--- src/rtl/mw_pkg.sv ---
`timescale 1ns/1ps
package mw_pkg;
  typedef enum logic [2:0] {
    ST_IDLE, ST_HDR, ST_DATA, ST_READ, ST_DONE
  } fe_state_t;

  typedef enum logic [2:0] {
    CM_READ, CM_WRITE, CM_ERASE, CM_EWEN, CM_EWDS, CM_ERAL, CM_WRAL
  } cmd_t;

  localparam logic [1:0] PK_ERASE = 2'd0;
  localparam logic [1:0] PK_WRITE = 2'd1;
  localparam logic [1:0] PK_ERAL  = 2'd2;
  localparam logic [1:0] PK_WRAL  = 2'd3;
endpackage

--- src/rtl/mw_sync_edge.sv ---
`timescale 1ns/1ps
module mw_sync_edge #(
  parameter int STAGES = 2,
  parameter int N      = 3
) (
  input  logic         clk,
  input  logic         rst_n,
  input  logic [N-1:0] raw_i,
  output logic [N-1:0] sync_o
);
  for (genvar g = 0; g < N; g++) begin : g_bit
    logic [STAGES-1:0] chain_q;
    always_ff @(posedge clk or negedge rst_n) begin
      if (!rst_n) chain_q <= '0;
      else        chain_q <= {chain_q[STAGES-2:0], raw_i[g]};
    end
    assign sync_o[g] = chain_q[STAGES-1];
  end
endmodule

--- src/rtl/mw_cmd_decode.sv ---
`timescale 1ns/1ps
module mw_cmd_decode
  import mw_pkg::*;
(
  input  logic [1:0] op_i,
  input  logic [1:0] ext_i,
  output cmd_t       cmd_o,
  output logic       has_data_o
);
  always_comb begin
    has_data_o = 1'b0;
    cmd_o      = CM_EWDS;
    unique case (op_i)
      2'b10: cmd_o = CM_READ;
      2'b01: begin cmd_o = CM_WRITE; has_data_o = 1'b1; end
      2'b11: cmd_o = CM_ERASE;
      default: begin
        unique case (ext_i)
          2'b11:   cmd_o = CM_EWEN;
          2'b00:   cmd_o = CM_EWDS;
          2'b10:   cmd_o = CM_ERAL;
          default: begin cmd_o = CM_WRAL; has_data_o = 1'b1; end
        endcase
      end
    endcase
  end
endmodule

--- src/rtl/mw_rd_stream.sv ---
`timescale 1ns/1ps
module mw_rd_stream #(
  parameter int AW = 8,
  parameter int DW = 16
) (
  input  logic          clk,
  input  logic          rst_n,
  input  logic          clr_i,
  input  logic          start_i,
  input  logic [AW-1:0] start_addr_i,
  input  logic          step_i,
  output logic          rd_en_o,
  output logic [AW-1:0] rd_addr_o,
  input  logic [DW-1:0] rd_data_i,
  output logic          bit_o
);
  localparam int IW = (DW > 1) ? $clog2(DW) : 1;
  localparam logic [IW-1:0] LAST = IW'(DW - 1);

  logic [AW-1:0] addr_q;
  logic [DW-1:0] sh_q;
  logic [IW-1:0] idx_q;
  logic          ld_q;

  always_ff @(posedge clk or negedge rst_n) begin
    if (!rst_n) begin
      addr_q  <= '0;
      sh_q    <= '0;
      idx_q   <= '0;
      ld_q    <= 1'b0;
      rd_en_o <= 1'b0;
      bit_o   <= 1'b0;
    end else if (clr_i) begin
      idx_q   <= '0;
      ld_q    <= 1'b0;
      rd_en_o <= 1'b0;
      bit_o   <= 1'b0;
    end else begin
      rd_en_o <= 1'b0;
      ld_q    <= rd_en_o;
      if (start_i) begin
        addr_q  <= start_addr_i;
        rd_en_o <= 1'b1;
        idx_q   <= '0;
        bit_o   <= 1'b0;
      end else if (step_i) begin
        bit_o <= sh_q[DW-1];
        sh_q  <= {sh_q[DW-2:0], 1'b0};
        if (idx_q == LAST) begin
          idx_q   <= '0;
          addr_q  <= addr_q + 1'b1;
          rd_en_o <= 1'b1;
        end else begin
          idx_q <= idx_q + 1'b1;
        end
      end
      if (ld_q) sh_q <= rd_data_i;
    end
  end

  assign rd_addr_o = addr_q;
endmodule

--- src/rtl/mw_cmd_front.sv ---
`timescale 1ns/1ps
module mw_cmd_front
  import mw_pkg::*;
#(
  parameter int AW   = 8,
  parameter int DW   = 16,
  parameter int SYNC = 2
) (
  input  logic          clk,
  input  logic          rst_n,
  input  logic          cs_i,
  input  logic          sck_i,
  input  logic          sdi_i,
  output logic          sdo_o,
  output logic          sdo_oe_o,
  output logic          mem_rd_en_o,
  output logic [AW-1:0] mem_rd_addr_o,
  input  logic [DW-1:0] mem_rd_data_i,
  output logic          prog_req_o,
  output logic [1:0]    prog_kind_o,
  output logic [AW-1:0] prog_addr_o,
  output logic [DW-1:0] prog_data_o,
  input  logic          prog_busy_i
);
  localparam int HW      = 2 + AW;
  localparam int CNT_MAX = (HW > DW) ? HW : DW;
  localparam int CW      = $clog2(CNT_MAX + 1);

  logic [2:0] pins_s;
  logic       cs_s, sck_s, sdi_s, sck_q, sck_rise;

  mw_sync_edge #(.STAGES(SYNC), .N(3)) u_sync (
    .clk(clk), .rst_n(rst_n),
    .raw_i({cs_i, sck_i, sdi_i}), .sync_o(pins_s)
  );
  assign {cs_s, sck_s, sdi_s} = pins_s;

  always_ff @(posedge clk or negedge rst_n) begin
    if (!rst_n) sck_q <= 1'b0;
    else        sck_q <= sck_s;
  end
  assign sck_rise = sck_s & ~sck_q & cs_s;

  fe_state_t     state_q;
  cmd_t          cmd_q, cmd_w;
  logic          has_data_w;
  logic [CW-1:0] cnt_q;
  logic [HW-2:0] hdr_q;
  logic [HW-1:0] hdr_next;
  logic [DW-2:0] dat_q;
  logic [DW-1:0] dat_next;
  logic [AW-1:0] addr_q;
  logic          wen_q, stat_q, stat_bit_q, rd_mode_q, oe_q;
  logic          last_hdr, last_dat, rd_start, rd_bit, can_issue;

  assign hdr_next  = {hdr_q, sdi_s};
  assign dat_next  = {dat_q, sdi_s};
  assign last_hdr  = (cnt_q == CW'(HW - 1));
  assign last_dat  = (cnt_q == CW'(DW - 1));
  assign can_issue = wen_q & ~prog_busy_i;

  mw_cmd_decode u_dec (
    .op_i(hdr_next[HW-1:HW-2]), .ext_i(hdr_next[AW-1:AW-2]),
    .cmd_o(cmd_w), .has_data_o(has_data_w)
  );

  assign rd_start = cs_s && (state_q == ST_HDR) && sck_rise && last_hdr
                    && (cmd_w == CM_READ);

  always_ff @(posedge clk or negedge rst_n) begin
    if (!rst_n) begin
      state_q     <= ST_IDLE;
      cmd_q       <= CM_EWDS;
      cnt_q       <= '0;
      hdr_q       <= '0;
      dat_q       <= '0;
      addr_q      <= '0;
      wen_q       <= 1'b0;
      stat_q      <= 1'b0;
      prog_req_o  <= 1'b0;
      prog_kind_o <= PK_ERASE;
      prog_addr_o <= '0;
      prog_data_o <= '0;
    end else begin
      prog_req_o <= 1'b0;
      if (!cs_s) begin
        state_q <= ST_IDLE;
        cnt_q   <= '0;
      end else begin
        unique case (state_q)
          ST_IDLE: if (sck_rise && sdi_s) begin
            state_q <= ST_HDR;
            cnt_q   <= '0;
            stat_q  <= 1'b0;
          end
          ST_HDR: if (sck_rise) begin
            hdr_q <= hdr_next[HW-2:0];
            cnt_q <= cnt_q + 1'b1;
            if (last_hdr) begin
              cnt_q  <= '0;
              cmd_q  <= cmd_w;
              addr_q <= hdr_next[AW-1:0];
              if (has_data_w)             state_q <= ST_DATA;
              else if (cmd_w == CM_READ)  state_q <= ST_READ;
              else                        state_q <= ST_DONE;
              if (cmd_w == CM_EWEN) wen_q <= 1'b1;
              if (cmd_w == CM_EWDS) wen_q <= 1'b0;
              if ((cmd_w == CM_ERASE || cmd_w == CM_ERAL) && can_issue) begin
                prog_req_o  <= 1'b1;
                prog_kind_o <= (cmd_w == CM_ERASE) ? PK_ERASE : PK_ERAL;
                prog_addr_o <= (cmd_w == CM_ERASE) ? hdr_next[AW-1:0] : '0;
                prog_data_o <= '1;
                stat_q      <= 1'b1;
              end
            end
          end
          ST_DATA: if (sck_rise) begin
            dat_q <= dat_next[DW-2:0];
            cnt_q <= cnt_q + 1'b1;
            if (last_dat) begin
              cnt_q   <= '0;
              state_q <= ST_DONE;
              if (can_issue) begin
                prog_req_o  <= 1'b1;
                prog_kind_o <= (cmd_q == CM_WRITE) ? PK_WRITE : PK_WRAL;
                prog_addr_o <= (cmd_q == CM_WRITE) ? addr_q : '0;
                prog_data_o <= dat_next;
                stat_q      <= 1'b1;
              end
            end
          end
          default: ;
        endcase
      end
    end
  end

  mw_rd_stream #(.AW(AW), .DW(DW)) u_rd (
    .clk(clk), .rst_n(rst_n), .clr_i(~cs_s),
    .start_i(rd_start), .start_addr_i(hdr_next[AW-1:0]),
    .step_i(sck_rise && (state_q == ST_READ)),
    .rd_en_o(mem_rd_en_o), .rd_addr_o(mem_rd_addr_o),
    .rd_data_i(mem_rd_data_i), .bit_o(rd_bit)
  );

  always_ff @(posedge clk or negedge rst_n) begin
    if (!rst_n) begin
      oe_q       <= 1'b0;
      rd_mode_q  <= 1'b0;
      stat_bit_q <= 1'b0;
    end else begin
      stat_bit_q <= ~prog_busy_i;
      rd_mode_q  <= cs_s && (rd_start || state_q == ST_READ);
      oe_q       <= cs_s && (rd_start || state_q == ST_READ ||
                    (state_q == ST_IDLE && stat_q && !(sck_rise && sdi_s)));
    end
  end

  assign sdo_oe_o = oe_q;
  assign sdo_o    = rd_mode_q ? rd_bit : stat_bit_q;
endmodule

--- config.mk ---
export PLATFORM = sky130hd
export DESIGN_NAME = mw_cmd_front
export DESIGN_NICKNAME = d
export VERILOG_FILES = /design/src/rtl/mw_pkg.sv /design/src/rtl/mw_sync_edge.sv /design/src/rtl/mw_cmd_decode.sv /design/src/rtl/mw_rd_stream.sv /design/src/rtl/mw_cmd_front.sv
export SDC_FILE = /design/constraint.sdc
export NUM_CORES = 1
export LEC_CHECK = 0
export BUFFER_PORTS_ARGS = -buffer_cell sky130_fd_sc_hd__buf_2
export CAP_MARGIN = 20
export CORE_UTILIZATION = 55
export CTS_CLUSTER_SIZE = 20
export DETAILED_ROUTE_END_ITERATION = 8
export PLACE_DENSITY = 0.76
export SYNTH_ARGS = -nofsm -noshare
export SYNTH_HDL_FRONTEND = slang
export SYNTH_HIERARCHICAL = 1
export SYNTH_SLANG_ARGS = --single-unit
--- constraint.sdc ---
create_clock -name clk -period 3.1 [get_ports clk]
set_input_delay 0.31 -clock clk [delete_from_list [all_inputs] [get_ports clk]]
set_output_delay 0.31 -clock clk [all_outputs]
set_load 0.03 [all_outputs]
==> flow_summary.toml, run 1 <==
[routing]
drcViolationCount = 0
finalWirelength_um = 10150
viasPerCell = 5.893
ant_nets = 0
wl_per_cell_um = 16.76
dr.pass1.iters = 4
vias = 3571
drt_iter0_drc = 178

[layout]
final_util_pct = 67.78
syn_to_final_growth_pct = 19.79
antennaDiodeCount = 0
layout-drive-gt1-share_pct = 36.97
fin_nets = 510

[power]
pwr-share-comb_pct = 7.3
peakVddDrop_uv = 513.5
switching_share_pct = 23.65
switchingPower_mw = 0.9278
p_per_area_nw_per_um2 = 629.3
power_mw = 3.923
power_frac_seq_pct = 41.4
power.internal_mw = 2.995
power.share.clock_pct = 51.3
p_leak_nw = 3.072

[yosys]
ys_ff_latch = 113
yosysSeqAreaShare_pct = 54.36
synth_area_um2 = 5204
netlist.area_leader.share_pct = 53.86
syn_area_per_cell_um2 = 12.57
yosys-top-cells-area = "dfrtp_1 (54%), mux2_2 (14%), o22a_1 (3.0%)"
async_flop_share_pct = 100.0
yosys.area.top_type = "dfrtp_1"
yosysWarnings = 6
synth_commonest_cells = "dfrtp_1 (112), mux2_2 (63), nor2_1 (19), o22a_1 (18), inv_1 (17)"
syn-num-nets = 442
syn_inst = 414
yosysMostFrequentCell = "dfrtp_1"
ys.flop_type = "dfrtp_1"
synth-edff-count = 0
ys_types = 62

[die]
die_area_um2 = 9855
rows = 35
initial_core_util_pct = 56.59
core_um2 = 9196
die_x_um = 99.27
dieHeight_um = 99.27
pin_count = 60

[setup_path]
critPathArrivalTime_ps = 3090
crit_path_cell_trace = "nor3b_2, a21o_1, or3b_2, a21boi_1, nand2b_4, a21oi_4, buf_4, o21ai_0"
worstSetupPathType = "flip-flop to flip-flop"
cpLargestDelayFamily = "compound AO/OA/AOI/OAI gates"
worstSetupEndpointType = "flip-flop"
critPathRequiredTime_ps = 3450
startpoint_type = "flip-flop"
worst_path_largest_cell_delay_ps = 480
critPathBufInv = 1
cpMaxStageDelayCell = "or3b_2"
crit_fanout = 18

[sta]
skew_ps = 6.895
setup_ws_ps = 360.6
drv_slew = 0
fmax_mhz = 365.0
period_share_pct = 88.37
rsz0062_at_grt = "no"
finalHoldViolations = 0
tightest_slew_ps = 847.4
slew_headroom_pct = 43.51
fin_crit_ps = 2739
final-setup-viol-count = 0
tns_ps = 0
hold_ws_ps = 69.18

[grt]
grt_pass1_wl_um = 17040
grt_max_degree = 70
grt_overflow = 0
antenna_found_initial = 0
grt_pass1_vias = 3482
grt_usage_pct = 22.35

[clock_tree]
root_buffer = "clkbuf_8"
numCtsBuffers = 17
clkTransAtPathRegs_ps = 60
cts_tree = "built"
clockBufferDepth = 2
cts_max_level = 4
clock_latency_ps = 510
clock_sinks = 113

[placement]
numPortBuffers = 59
gp_congestion = 0.8968
pre_cts_ws_ps = 369.4
dp_hpwl_um = 6572

[job]
drv_cap = 0

[outcome]
status = "completed"

[min_path]
hp-class = "input port to flip-flop"
[logic make-up (layout without fill, tap and decap cells)]
| kind of cell | Yosys count | in the layout | share of synthesized area (%) |
|---|---|---|---|
| adders and majority gates | 6 | 6 | 1.443 |
| buffers and inverters | 38 | 119 | 3.895 |
| xor gates and xnor gates | 1 | 1 | 0.1683 |
| and+or+nand+nor | 97 | 97 | 11.13 |
| AOI/OAI and AO/OA | 83 | 83 | 11.95 |
| muxes | 76 | 76 | 17.05 |
| DFF | 113 | 113 | 54.36 |
[layout by cell type (no fill, tap or decap), types with 8 or more instances in the layout]
master	synthesis	final
nor2_1	19	19
mux2_2	63	63
a21oi_1	11	11
nor3_1	11	11
dfrtp_1	112	112
inv_1	17	17
nand2_1	16	16
clkbuf_16	0	16
buf_2	8	58
o22a_1	18	18
nand2b_1	10	10
mux2_4	9	9
a22o_1	8	8
o21ai_0	10	10
[worst reg2reg max path: cells and delay by family, from the launching register on]
kind / cells / cell delay [ps]
buffers and inverters: 1 / 320
and+or+nand+nor: 3 / 770
DFF: 1 / 470
AOI/OAI and AO/OA: 4 / 1020
[worst paths after layout]
check | start | end | slack (ps) | depth (start not counted)
worst max-delay path | hdr_q[5] | prog_kind_o[0] | 360 | 8
worst min-delay path | mem_rd_data_i[0] | u_rd/sh_q[0] | 70 | 3
worst max register to register | hdr_q[5] | prog_kind_o[0] | 360 | 8
worst min register to register | u_sync/g_bit[2].chain_q[0] | u_sync/g_bit[2].chain_q[1] | 350 | 0
max in group asynchronous | rst_n | cmd_q[2] | 1970 | 3
min in group asynchronous | rst_n | u_rd/idx_q[3] | 350 | 2
[state kept, by name (all words and copies together) (netlist names), 2 cells and up]
register              cells
prog_addr_o               8
hdr_q                     9
addr_q                    8
u_rd/sh_q                16
u_sync/g_bit.chain_q      6
prog_kind_o               2
cmd_q                     3
state_q                   3
cnt_q                     5
u_rd/rd_addr_o            8
dat_q                    15
prog_data_o              16
u_rd/idx_q                4
[routing by layer]
metal	global-route usage (%)	vias up	wire, um
met5	0	-	0
met4	8.145	0	87
met3	6.114	8	472
met2	36.43	114	5038
met1	28.82	1791	4556
li1	-	1658	-
[power by group through the flow]
| stage | Clock, mW | Combinational, mW | Sequential, mW |
|---|---|---|---|
| global placement | 0 | 0.275 | 1.64 |
| CTS | 2.04 | 0.289 | 1.62 |
| global route | 2.11 | 0.320 | 1.63 |
| floorplan | 0 | 0.203 | 1.62 |
| detailed placement | 0 | 0.279 | 1.65 |
| finish | 2.01 | 0.288 | 1.62 |
[stage by stage]
stage          instances  instance area (um^2)
2_1_floorplan        414                  5204
5_1_grt              606                  6233
3_5_place_dp         569                  5565
4_1_cts              606                  6233
3_3_place_gp         569                  5565
6_report             606                  6233
[final cells by class]
type / instances / area, um^2
fill: 675 / 2963
sequential: 113 / 2829
timing repair buffer: 70 / 405.4
clock buffer: 20 / 435.4
multi-input combinational: 263 / 2178
inverter: 17 / 63.81
clock inverter: 12 / 182.7
tap: 111 / 138.9
[timing repair]
action | 4_1_cts | 5_1_grt
setup buffers | 0 | 0
endpoints found under the hold margin | 48 | 0
hold buffers | 5 | 0
gates resized for setup | 0 | 0
No activity file was read; power rests on OpenSTA's default activity.
==> inputs of run 2 (changes only) <==
--- a/config.mk
+++ b/config.mk
@@ -7,10 +7,10 @@
 export LEC_CHECK = 0
 export BUFFER_PORTS_ARGS = -buffer_cell sky130_fd_sc_hd__buf_2
 export CAP_MARGIN = 20
-export CORE_UTILIZATION = 55
+export CORE_UTILIZATION = 58
 export CTS_CLUSTER_SIZE = 20
 export DETAILED_ROUTE_END_ITERATION = 8
-export PLACE_DENSITY = 0.76
+export PLACE_DENSITY = 0.79
 export SYNTH_ARGS = -nofsm -noshare
 export SYNTH_HDL_FRONTEND = slang
 export SYNTH_HIERARCHICAL = 1
==> flow_summary.toml, run 2 (synthesis results as in run 1) <==
[layout]
top_regs = "prog_data_o (16), u_rd/sh_q (16), dat_q (15)"
layout_commonest_cell = "dfrtp_1"
layout_common_cells = "dfrtp_1 (112), mux2_2 (63), buf_2 (58)"
nFillCells = 607
syn_to_final_growth_pct = 19.26
fin_nets = 509
layout-drive-gt1-share_pct = 36.84
antennaDiodeCount = 0

[die]
dieHeight_um = 96.72
rows = 34
initial_core_util_pct = 59.67
pin_count = 60
die_area_um2 = 9355
die_x_um = 96.72
core_um2 = 8721

[routing]
dr.pass1.iters = 5
viasPerCell = 5.944
drcViolationCount = 0
finalWirelength_um = 10790
wl_per_cell_um = 17.92
vias = 3578
ant_nets = 0
drt_iter0_drc = 120

[clock_tree]
hold_buffers = 5
clock_sinks = 113
root_buffer = "clkbuf_8"
numCtsBuffers = 17
cts_setup_buffers = 0
cts_tree = "built"
clockBufferDepth = 2
clock_latency_ps = 510
cts_resized = 0
clkTransAtPathRegs_ps = 60
cts_max_level = 4

[sta]
period_share_pct = 91.23
fin_crit_ps = 2828
setup_ws_ps = 271.7
finalHoldViolations = 0
skew_ps = 7.745
fmax_mhz = 353.6
tightest_slew_ps = 988.8
final-setup-viol-count = 0
drv_slew = 0
rsz0062_at_grt = "no"
tns_ps = 0
slew_headroom_pct = 33.91

[power]
p_leak_nw = 3.049
pwr-share-comb_pct = 7.5
power_frac_seq_pct = 42.0
switchingPower_mw = 0.9345
peakVddDrop_uv = 403.7
p_per_area_nw_per_um2 = 623.9
power.share.clock_pct = 50.5
switching_share_pct = 24.14
power.internal_mw = 2.937

[min_path]
hp-class = "input port to flip-flop"

[setup_path]
startpoint_type = "flip-flop"
critPathRequiredTime_ps = 3450
worstSetupPathType = "flip-flop to flip-flop"
crit_path_cell_trace = "nor3b_2, a21o_1, or3b_2, a21boi_1, nand2b_4, a21oi_4, buf_4, o21ai_0"
worst_path_largest_cell_delay_ps = 480
cpMaxStageDelayCell = "or3b_2"
worstSetupEndpointType = "flip-flop"
crit_fanout = 17
critPathArrivalTime_ps = 3170
r2r_slack_ps = 270

[grt]
grt_overflow = 0
grt_max_degree = 71
grt_pass1_vias = 3615
grt_usage_pct = 24.22
antenna_found_initial = 0
grt_pass1_wl_um = 17830

[placement]
dp_hpwl_um = 6880
pre_cts_ws_ps = 319.1
gp_congestion = 0.8829
numPortBuffers = 59

[outcome]
status = "completed"

[job]
drv_cap = 0
-- run 2: layer usage --
metal | vias to the layer above | global-route usage (%) | share of wire (%)
met5 | - | 0 | 0
li1 | 1649 | - | -
met3 | 20 | 6.575 | 4.4
met4 | 0 | 8.726 | 1.4
met2 | 110 | 40.41 | 50
met1 | 1799 | 30.38 | 44
-- run 2: layout make-up --
cell class,count,area [um^2],share of cell area (%)
well taps,108,135.1,2.177
flip-flops and latches,113,2829,45.58
repair buffers,69,397.9,6.411
clock inverters,11,152.6,2.460
inverters,17,63.81,1.028
multi-input cells,263,2178,35.10
clock buffers,21,449.2,7.238
-- run 2: through the flow --
stage	hold WS, ps	area [um^2]	total power, mW	util, %	cells
after floorplan	14.41	5204	1.818	-	414
after global placement	332.7	5554	1.914	63.69	565
after detailed placement	334.7	5554	1.927	63.69	565
after CTS	89.01	6206	3.895	71.16	602
after global routing	106.7	6206	4.010	71.16	602
final	97.83	6206	3.872	71.16	602
-- run 2: power groups by stage --
stage	Clock, mW	Combinational [mW]	Sequential, mW
after floorplan	0	0.203	1.62
after global placement	0	0.269	1.64
after detailed placement	0	0.278	1.65
after CTS	1.98	0.292	1.62
after global routing	2.05	0.318	1.64
final	1.96	0.289	1.63
-- run 2: critical path, delay by kind of cell (launching register included) --
family | cells | cell delay [ps]
flops | 1 | 460
buf+inv | 1 | 280
simple gates | 3 | 780
compound gates | 4 | 1140
-- run 2: path summary, 6_finish.rpt --
check,from,to,cells after the start
max in group asynchronous,rst_n,cmd_q[2],3
hold / removal,mem_rd_data_i[0],u_rd/sh_q[0],3
setup / recovery,hdr_q[5],prog_kind_o[0],8
min in group asynchronous,rst_n,u_rd/idx_q[0],2
hold reg to reg,u_sync/g_bit[1].chain_q[0],u_sync/g_bit[1].chain_q[1],0
setup reg to reg,hdr_q[5],prog_kind_o[0],8
